`src/rtl/sag_pkg.sv`:
```
package sag_pkg;
  localparam int unsigned ADDR_W = 32;
  localparam int unsigned SHORT_W = 16;

  typedef enum logic [1:0] {
    ACC_B1  = 2'd0,
    ACC_B2  = 2'd1,
    ACC_B4  = 2'd2,
    ACC_RSV = 2'd3
  } acc_code_e;

  // Number of bytes for a width code; 0 marks the reserved code.
  function automatic logic [2:0] sag_nbytes(input logic [1:0] code);
    case (code)
      ACC_B1:  sag_nbytes = 3'd1;
      ACC_B2:  sag_nbytes = 3'd2;
      ACC_B4:  sag_nbytes = 3'd4;
      default: sag_nbytes = 3'd0;
    endcase
  endfunction

  // Offset as seen by the segment unit for the given address size.
  function automatic logic [ADDR_W-1:0] sag_trunc(input logic [ADDR_W-1:0] off,
                                                 input logic wide);
    sag_trunc = wide ? off : {{(ADDR_W-SHORT_W){1'b0}}, off[SHORT_W-1:0]};
  endfunction

  // Offset of the final byte, one bit wider so no carry is lost.
  function automatic logic [ADDR_W:0] sag_last(input logic [ADDR_W-1:0] off,
                                              input logic [2:0] nb);
    logic [ADDR_W:0] ext;
    ext = {1'b0, off};
    if (nb == 3'd0) sag_last = ext;
    else sag_last = ext + (ADDR_W+1)'(nb) - (ADDR_W+1)'(1);
  endfunction
endpackage

```
`src/rtl/sag_offset_unit.sv`:
```
module sag_offset_unit
  import sag_pkg::*;
#(
  parameter int unsigned AW = ADDR_W
) (
  input  logic [AW-1:0] raw_off,
  input  logic          wide,
  output logic [AW-1:0] eff_off
);
  always_comb eff_off = sag_trunc(raw_off, wide);
endmodule

```
`src/rtl/sag_limit_check.sv`:
```
module sag_limit_check
  import sag_pkg::*;
#(
  parameter int unsigned AW = ADDR_W
) (
  input  logic [AW-1:0] eff_off,
  input  logic [1:0]    width_code,
  input  logic [AW-1:0] limit,
  input  logic          usable,
  output logic          width_bad,
  output logic          last_carry,
  output logic          over_limit,
  output logic          fault
);
  logic [2:0]  nbytes;
  logic [AW:0] last_off;

  always_comb begin
    nbytes     = sag_nbytes(width_code);
    last_off   = sag_last(eff_off, nbytes);
    width_bad  = (nbytes == 3'd0);
    last_carry = last_off[AW];
    over_limit = last_carry || (last_off[AW-1:0] > limit);
    fault      = !usable || width_bad || over_limit;
  end
endmodule

```
`src/rtl/sag_linear_add.sv`:
```
module sag_linear_add #(
  parameter int unsigned AW = 32
) (
  input  logic [AW-1:0] base,
  input  logic [AW-1:0] eff_off,
  output logic [AW-1:0] lin
);
  always_comb lin = base + eff_off;
endmodule

```
`src/rtl/sag_addr_gen.sv`:
```
module sag_addr_gen
  import sag_pkg::*;
#(
  parameter int unsigned AW = ADDR_W
) (
  input  logic          clk,
  input  logic          rst_n,
  input  logic          in_valid,
  input  logic [AW-1:0] seg_base,
  input  logic [AW-1:0] seg_limit,
  input  logic          seg_usable,
  input  logic [AW-1:0] offset,
  input  logic          addr32,
  input  logic [1:0]    acc_width,
  output logic          out_valid,
  output logic [AW-1:0] lin_addr,
  output logic          fault
);
  logic [AW-1:0] eff_off;
  logic [AW-1:0] lin_next;
  logic          width_bad;
  logic          last_carry;
  logic          over_limit;
  logic          fault_next;

  sag_offset_unit #(.AW(AW)) u_off (
    .raw_off (offset),
    .wide    (addr32),
    .eff_off (eff_off)
  );

  sag_linear_add #(.AW(AW)) u_add (
    .base    (seg_base),
    .eff_off (eff_off),
    .lin     (lin_next)
  );

  sag_limit_check #(.AW(AW)) u_lim (
    .eff_off    (eff_off),
    .width_code (acc_width),
    .limit      (seg_limit),
    .usable     (seg_usable),
    .width_bad  (width_bad),
    .last_carry (last_carry),
    .over_limit (over_limit),
    .fault      (fault_next)
  );

  always_ff @(posedge clk) begin
    if (!rst_n) begin
      out_valid <= 1'b0;
      lin_addr  <= '0;
      fault     <= 1'b0;
    end else begin
      out_valid <= in_valid;
      if (in_valid) begin
        lin_addr <= lin_next;
        fault    <= fault_next;
      end
    end
  end
endmodule

```
`config.mk`:
```
export PLATFORM = sky130hd
export DESIGN_NAME = sag_addr_gen
export DESIGN_NICKNAME = d
export VERILOG_FILES = /design/src/rtl/sag_pkg.sv /design/src/rtl/sag_offset_unit.sv /design/src/rtl/sag_limit_check.sv /design/src/rtl/sag_linear_add.sv /design/src/rtl/sag_addr_gen.sv
export SDC_FILE = /design/constraint.sdc
export NUM_CORES = 1
export LEC_CHECK = 0
export BUFFER_PORTS_ARGS = -buffer_cell sky130_fd_sc_hd__buf_4
export CORE_MARGIN = 4
export CORE_UTILIZATION = 40
export CTS_CLUSTER_SIZE = 16
export DETAILED_ROUTE_END_ITERATION = 6
export GPL_TIMING_DRIVEN = 1
export HOLD_SLACK_MARGIN = 0.03
export MAX_ROUTING_LAYER = met4
export PLACE_DENSITY = 0.66
export SLEW_MARGIN = 20
export SYNTH_ARGS = -nofsm -noshare
export SYNTH_HDL_FRONTEND = slang
export SYNTH_SLANG_ARGS = --single-unit
```
`constraint.sdc`:
```
create_clock -name clk -period 5.1 [get_ports clk]
set_input_delay 1.02 -clock clk [delete_from_list [all_inputs] [get_ports clk]]
set_output_delay 1.02 -clock clk [all_outputs]
set_load 0.01 [all_outputs]
```
=== Yosys cells after proc, flatten, opt, wreduce, memory -nomap -nowiden ===
Cells that the tools add are included.

* Add/sub/neg operators: 3
* Order comparisons: 1
* Eq/ne operators: 2
* Muxes and demuxes: 3
* Reduce and logical (&&, ||, !) cells: 6

{| class="wikitable"
|+ Operators by type and width
! kind !! number
|-
| $add A32 B3 Y33 || 1
|-
| $mux W33 || 1
|-
| $sub A33 B1 Y33 const B || 1
|-
| $add A32 B32 Y32 || 1
|-
| $gt A32 B32 Y1 || 1
|-
| $mux W32 || 1
|-
| $pmux W3 S3 || 1
|-
| $logic_not A3 Y1 || 1
|-
| $logic_or A1 B1 Y1 || 3
|-
| $eq A2 B1 Y1 const B || 1
|-
| $eq A2 B2 Y1 const B || 1
|-
| $logic_not A2 Y1 || 1
|-
| $logic_not A1 Y1 || 1
|}

* Flip-flop bits (word level): 34
* Output and inout port bits: 34

=== Logic depth before layout (Yosys ltp) ===
* Word-level depth: 8
* Depth in mapped cells: 23
* Gate-level depth less buffers: 23

=== Modules after synthesis ===
From an unflattened synthesis, not the netlist that was laid out.

* Cells, all modules: 867
* Area total of the unflattened synthesis: 6520.0 um2

{| class="wikitable"
|+ By module, submodules not included
! module !! times used !! cells an instance !! area each (um2) !! sequential area each (um2)
|-
| sag_limit_check || 1 || 485 || 3223.1 || 0.0
|-
| sag_linear_add || 1 || 241 || 1744.2 || 0.0
|-
| sag_addr_gen || 1 || 108 || 1306.3 || 680.7
|-
| sag_offset_unit || 1 || 33 || 246.5 || 0.0
|}

=== Worst setup path before layout ===
No wires, ideal clock.

* Kind: in2reg
* Start: input port acc_width[1]
* End: register fault
* Setup time: 122 ps
* Arrival time: 5043 ps
* Slack: -65 ps
* Stages: 22
* Path buffers: 0
* Cell sequence: nand2b_1 > ha_1 > inv_1 > ha_1 > fa_1 > a211oi_2 > o21ai_1 > a221oi_2 > a21oi_2 > a311o_1 > a21o_1 > a221oi_2 > xor2_1 > a21oi_1 > ha_1 > a21o_1 > a21o_1 > a211oi_1 > o211a_1 > o21ai_0 > o21ai_0 > a21oi_1

* Longest elaborated chain between the ends: 8

{| class="wikitable"
|+ RTL lines
! what !! RTL line !! RTL
|-
| start, declared || sag_addr_gen.sv:14 || <nowiki>input logic [1:0] acc_width,</nowiki>
|-
| $eq A2 B2 Y1 (tied with other cells) || sag_pkg.sv:14 || <nowiki>case (code)</nowiki>
|-
| $pmux W3 S3 (*) || sag_pkg.sv:14 ||
|-
| $add A32 B3 Y33 || sag_pkg.sv:34 || <nowiki>else sag_last = ext + (ADDR_W+1)'(nb) - (ADDR_W+1)'(1);</nowiki>
|-
| $sub A33 B1 Y33 || sag_pkg.sv:34 ||
|-
| $mux W33 || sag_pkg.sv:33 || <nowiki>if (nb == 3'd0) sag_last = ext;</nowiki>
|-
| $gt A32 B32 Y1 || sag_limit_check.sv:23 || <nowiki>over_limit = last_carry || (last_off[AW-1:0] > limit);</nowiki>
|-
| $logic_or A1 B1 Y1 || sag_limit_check.sv:23 ||
|-
| $logic_or A1 B1 Y1 (*) || sag_limit_check.sv:24 || <nowiki>fault = !usable || width_bad || over_limit;</nowiki>
|-
| end signal, assigned || sag_addr_gen.sv:58 || <nowiki>fault <= fault_next;</nowiki>
|-
| end, declared || sag_addr_gen.sv:17 || <nowiki>output logic fault</nowiki>
|}

Every way passes the cells marked *; elsewhere a longest branch is shown, timed or not.
A chain may end at the register's enable or synchronous reset.

=== Worst setup path in the final report ===
Ends and elaborated chain as after synthesis.

==> impl_summary.txt <==
----------------------------------------------------
[Critical path]
  Critical path's largest stage delay ... between 0.3 and 0.4 ns
  Crit path required time ... 5.26 ns
  Crit path launch type ... input pin
  Worst path cell trace ... buf_6 > nand2b_4 > ha_4 > inv_2 > ha_4 > fa_2 > a211oi_4 > o21ai_2 > a221oi_2 > a21oi_2 > a311o_1 > a21o_1 > a221oi_2 > xor2_1 > a21oi_1 > ha_1 > a21o_1 > a21o_1 > a211oi_2 > o211a_1 > o21ai_1 > o21ai_1 > a21oi_1
  Family of cells with the greatest summed delay on the critical path ... compound AO/OA/AOI/OAI gates
  Reg2reg start ... fault$_SDFFE_PN0P_
  Worst flop-to-flop path endpoint ... fault$_SDFFE_PN0P_
  Buffers plus inverters on the worst setup path ... 2
  Crit path capture type ... flop
  Worst R2R Setup Slack ... 4.20 ns
  Type of the worst setup path ... input pin to flop
  Worst path arrival time ... between 5 and 6 ns
  Critical-path top delay cell ... sky130_fd_sc_hd__fa_2
  Cell mode on critical path ... sky130_fd_sc_hd__a21o_1
  Worst reg2reg path depth ... 2
  Largest fanout on the critical path ... 2

[Placement]
  Cell Count Post-Placement ... between 1000 and 1500
  Total placed instance area ... 7030 µm²
  Placement-stage worst setup slack ... -0.373 ns
  HPWL after DPL ... between 10 and 15 mm
  Count of input and output buffers ... 136
  GPL Wtd Cong ... roughly 0.99

[Run status]
  Run status ... finished clean

[Clock tree]
  Bufs on Longest Clock Path ... 2
  CTS clk-pin slew, worst paths ... approximately 0.060 ns
  CTS tree ... done
  Number of clock buffers inserted by TritonCTS ... 5
  # clock sinks ... 34
  CTS H-Tree Depth ... 2
  Root buffer cell ... sky130_fd_sc_hd__clkbuf_16
  Worst-skew pair later-pin latency ... ~0.28 ns

[Timing]
  Worst hold slack ... 0.456 ns
  Minimum clock period ... approximately 5 ns
  Aggregate negative setup slack ... 0 ns
  Largest clock skew in the final design ... 0 ns
  Post-layout worst setup margin ... between 0.06 and 0.07 ns
  Setup repair after global routing missed its margin ... true
  Final max-slew violation count ... 0
  Slew at the pin with the worst max-slew slack ... 0.747 ns
  Headroom to the max-slew limit ... between 40% and 50%
  Period Utilization, post-route ... a little under 100%
  Final hold violations ... 0
  Number of setup violations in the final report ... 0
  Maximum operating frequency ... a little under 200 MHz

[Die]
  Width of the chip ... approximately 130 µm
  Chip Height ... between 100 and 150 µm
  Initial core utilization ... 41.0%
  Number of core rows ... 43
  Full die area ... ~16000 µm²
  Number of top-level pins ... about 140
  Area of the core region ... approximately 14000 µm²

[Global routing]
  Global-route wire length before repair ... roughly 26 mm
  Aggregate global routing overflow ... 0
  Via count of the first global-routing pass ... roughly 5400
  Pin count of the biggest net entering global routing ... 35
  Aggregate global-route resource usage ... about a fifth
  Antenna violations before repair ... 0

[Drt]
  Drt pass-1 iters ... 5
  Via count normalized by instance count ... between 5 and 6
  Remaining DRCs ... 0
  Total number of vias ... 5974
  Initial drt markers ... around 460
  Drt total wl ... ~17 mm
  Routed wire per std cell ... between 10 and 15 µm
  Remaining antenna violation count ... 0

[Logic synthesis]
  Post-synthesis instance area ... ~5700 µm²
  Part of the Yosys area used for sequential elements ... 11.9%
  Most frequently used flop master after synthesis ... sky130_fd_sc_hd__dfxtp_1
  Cells taking the most area after synthesis ... sky130_fd_sc_hd__ha_1 21%, sky130_fd_sc_hd__dfxtp_1 12%, sky130_fd_sc_hd__a21o_1 7.2%
  Syn_area_per_cell ... 7.22 µm²
  Number of nets produced by synthesis ... roughly 1000
  Top cell type's share of synthesized area ... between 20% and 30%
  #FFs+latches synth ... 34
  Cell count after synthesis ... 795
  Area leader, netlist ... sky130_fd_sc_hd__ha_1
  Proportion of register bits with asynchronous set or reset after synthesis ... 0%
  Ys Warns ... 0
  Number of unique standard cell types used by synthesis ... between 60 and 70
  Post-synth EDFFs ... 0

[Min path]
  End of the worst hold path ... lin_addr[27]$_SDFFE_PN0P_
  Cell count of the worst hold path ... 2
  Hold/Removal Path Class ... flop to flop
  Hold path startpoint ... lin_addr[27]$_SDFFE_PN0P_

[Power and ir drop]
  Static Leakage ... 3.86 nW
  IR drop worst, VDD ... 0.000108 V
  Power density of the placed cells ... approximately 200 nW/µm²
  Total power draw ... 1.47 mW

[Final layout]
  Fraction of layout cells with a size suffix above 1 ... between 20% and 30%
  Area Overhead vs Synth ... 26.8%
  Final net count ... ~1100
  Number of fill cells ... between 1000 and 1500
  Filler-free cell count of the finished design ... between 1000 and 1500
  Utilization after layout ... approximately 52%
  Commonest non-fill, non-tap cells in the layout ... 160 x sky130_fd_sc_hd__buf_4, 95 x sky130_fd_sc_hd__ha_1, 80 x sky130_fd_sc_hd__a21oi_1, 79 x sky130_fd_sc_hd__inv_1, 75 x sky130_fd_sc_hd__nor2_1
  Sequential standard cell area ... ~680 µm²
  Fin area ... 7280 µm²
  Area of the multi-input gates ... between 4000 and 5000 µm²
  Most common library cell in the layout ignoring fill and taps ... sky130_fd_sc_hd__buf_4
  Diode insertion count for antenna repair ... 0

[Flow run]
  Reported max-cap violation count ... 0

----------------------------------------------------
==> routing by layer <==
| metal | vias to the layer above | track usage [%] | part of all wire [%] |
|---|---|---|---|
| met2 | 148 | 30.4 | 44 |
| met5 | - | - | 0 |
| met4 | 0 | 3.37 | 0.94 |
| met3 | 10 | 1.88 | 4.8 |
| met1 | 2684 | 29.2 | 50 |
| li1 | 3132 | - | - |
==> Yosys cell counts (2+ instances only) <==
library cell / number
sky130_fd_sc_hd__a31oi_1: 12
sky130_fd_sc_hd__clkbuf_1: 19
sky130_fd_sc_hd__mux2i_1: 15
sky130_fd_sc_hd__and4_1: 3
sky130_fd_sc_hd__nor2b_1: 6
sky130_fd_sc_hd__or3_1: 4
sky130_fd_sc_hd__a21oi_1: 80
sky130_fd_sc_hd__nor2_1: 75
sky130_fd_sc_hd__o31ai_1: 2
sky130_fd_sc_hd__a211o_1: 2
sky130_fd_sc_hd__o21ai_0: 50
sky130_fd_sc_hd__buf_4: 2
sky130_fd_sc_hd__nor3_1: 8
sky130_fd_sc_hd__a21o_1: 55
sky130_fd_sc_hd__a311o_1: 5
sky130_fd_sc_hd__and2_1: 4
sky130_fd_sc_hd__a211oi_1: 13
sky130_fd_sc_hd__dfxtp_1: 34
sky130_fd_sc_hd__o21ai_1: 2
sky130_fd_sc_hd__o211ai_1: 5
sky130_fd_sc_hd__o21a_1: 10
sky130_fd_sc_hd__o21bai_1: 8
sky130_fd_sc_hd__nand3b_1: 2
sky130_fd_sc_hd__inv_1: 80
sky130_fd_sc_hd__and3_1: 3
sky130_fd_sc_hd__fa_1: 2
sky130_fd_sc_hd__or2_2: 6
sky130_fd_sc_hd__xnor2_1: 25
sky130_fd_sc_hd__nand2b_1: 11
sky130_fd_sc_hd__nand2_1: 58
sky130_fd_sc_hd__xor2_1: 27
sky130_fd_sc_hd__nand4_1: 19
sky130_fd_sc_hd__nand3_1: 13
sky130_fd_sc_hd__ha_1: 97
sky130_fd_sc_hd__o22ai_1: 4
sky130_fd_sc_hd__a21boi_0: 2
sky130_fd_sc_hd__o41ai_1: 2
sky130_fd_sc_hd__a221oi_2: 2
sky130_fd_sc_hd__o31a_1: 2
==> worst max-delay path by stage <==
stage,start,endpoint,slack (ns),cells past startpoint
global placement,acc_width[1],fault$_SDFFE_PN0P_,-0.30,23
floorplan,acc_width[1],fault$_SDFFE_PN0P_,0.02,22
finish,acc_width[1],fault$_SDFFE_PN0P_,0.07,23
CTS,acc_width[1],fault$_SDFFE_PN0P_,0.01,23
global route,acc_width[1],fault$_SDFFE_PN0P_,-0.15,23
detailed placement,acc_width[1],fault$_SDFFE_PN0P_,-0.37,23
==> sequential cells by signal (all words and copies together), names as in the netlist <==
| register | cells |
|---|---|
| fault | 1 |
| out_valid | 1 |
| lin_addr | 32 |
==> final cells by class <==
cell class | count | share of cell area [%]
multi-input combinational | 654 | 64.6
timing repair buffer | 161 | 16.7
sequential | 34 | 9.36
inverter | 81 | 4.18
tap | 180 | 3.10
clock buffer | 6 | 1.91
clock inverter | 2 | 0.172
==> power by group <==
part / internal (mW) / leakage (nW) / switching [mW]
Sequential: 0.294 / 0.281 / 0.0160
Clock: 0.193 / 0.0729 / 0.114
Combinational: 0.410 / 3.50 / 0.446
==> worst register-to-register path: stages, from the launching register on <==
cell and delay, ns:
sky130_fd_sc_hd__dfxtp_1 0.37, sky130_fd_sc_hd__o21ai_0 0.33, sky130_fd_sc_hd__a21oi_1 0.07
==> what timing repair did <==
| action | 4_1_cts | 5_1_grt |
|---|---|---|
| pin swaps | 8 | 21 |
| buffers inserted | 2 | 2 |
| gates resized for setup | 1 | 12 |
| hold buffers | 0 | 0 |
| setup endpoints to repair | 1 | 1 |
==> kinds of logic after synthesis <==
group	synth area share, %
AOI/OAI and AO/OA	30.5
and+or+nand+nor	17.8
buffers and inverters	7.39
adders and majority gates	21.8
xor gates and xnor gates	7.94
DFF	11.9
muxes	2.62
Power figures use the tool's default switching activity.
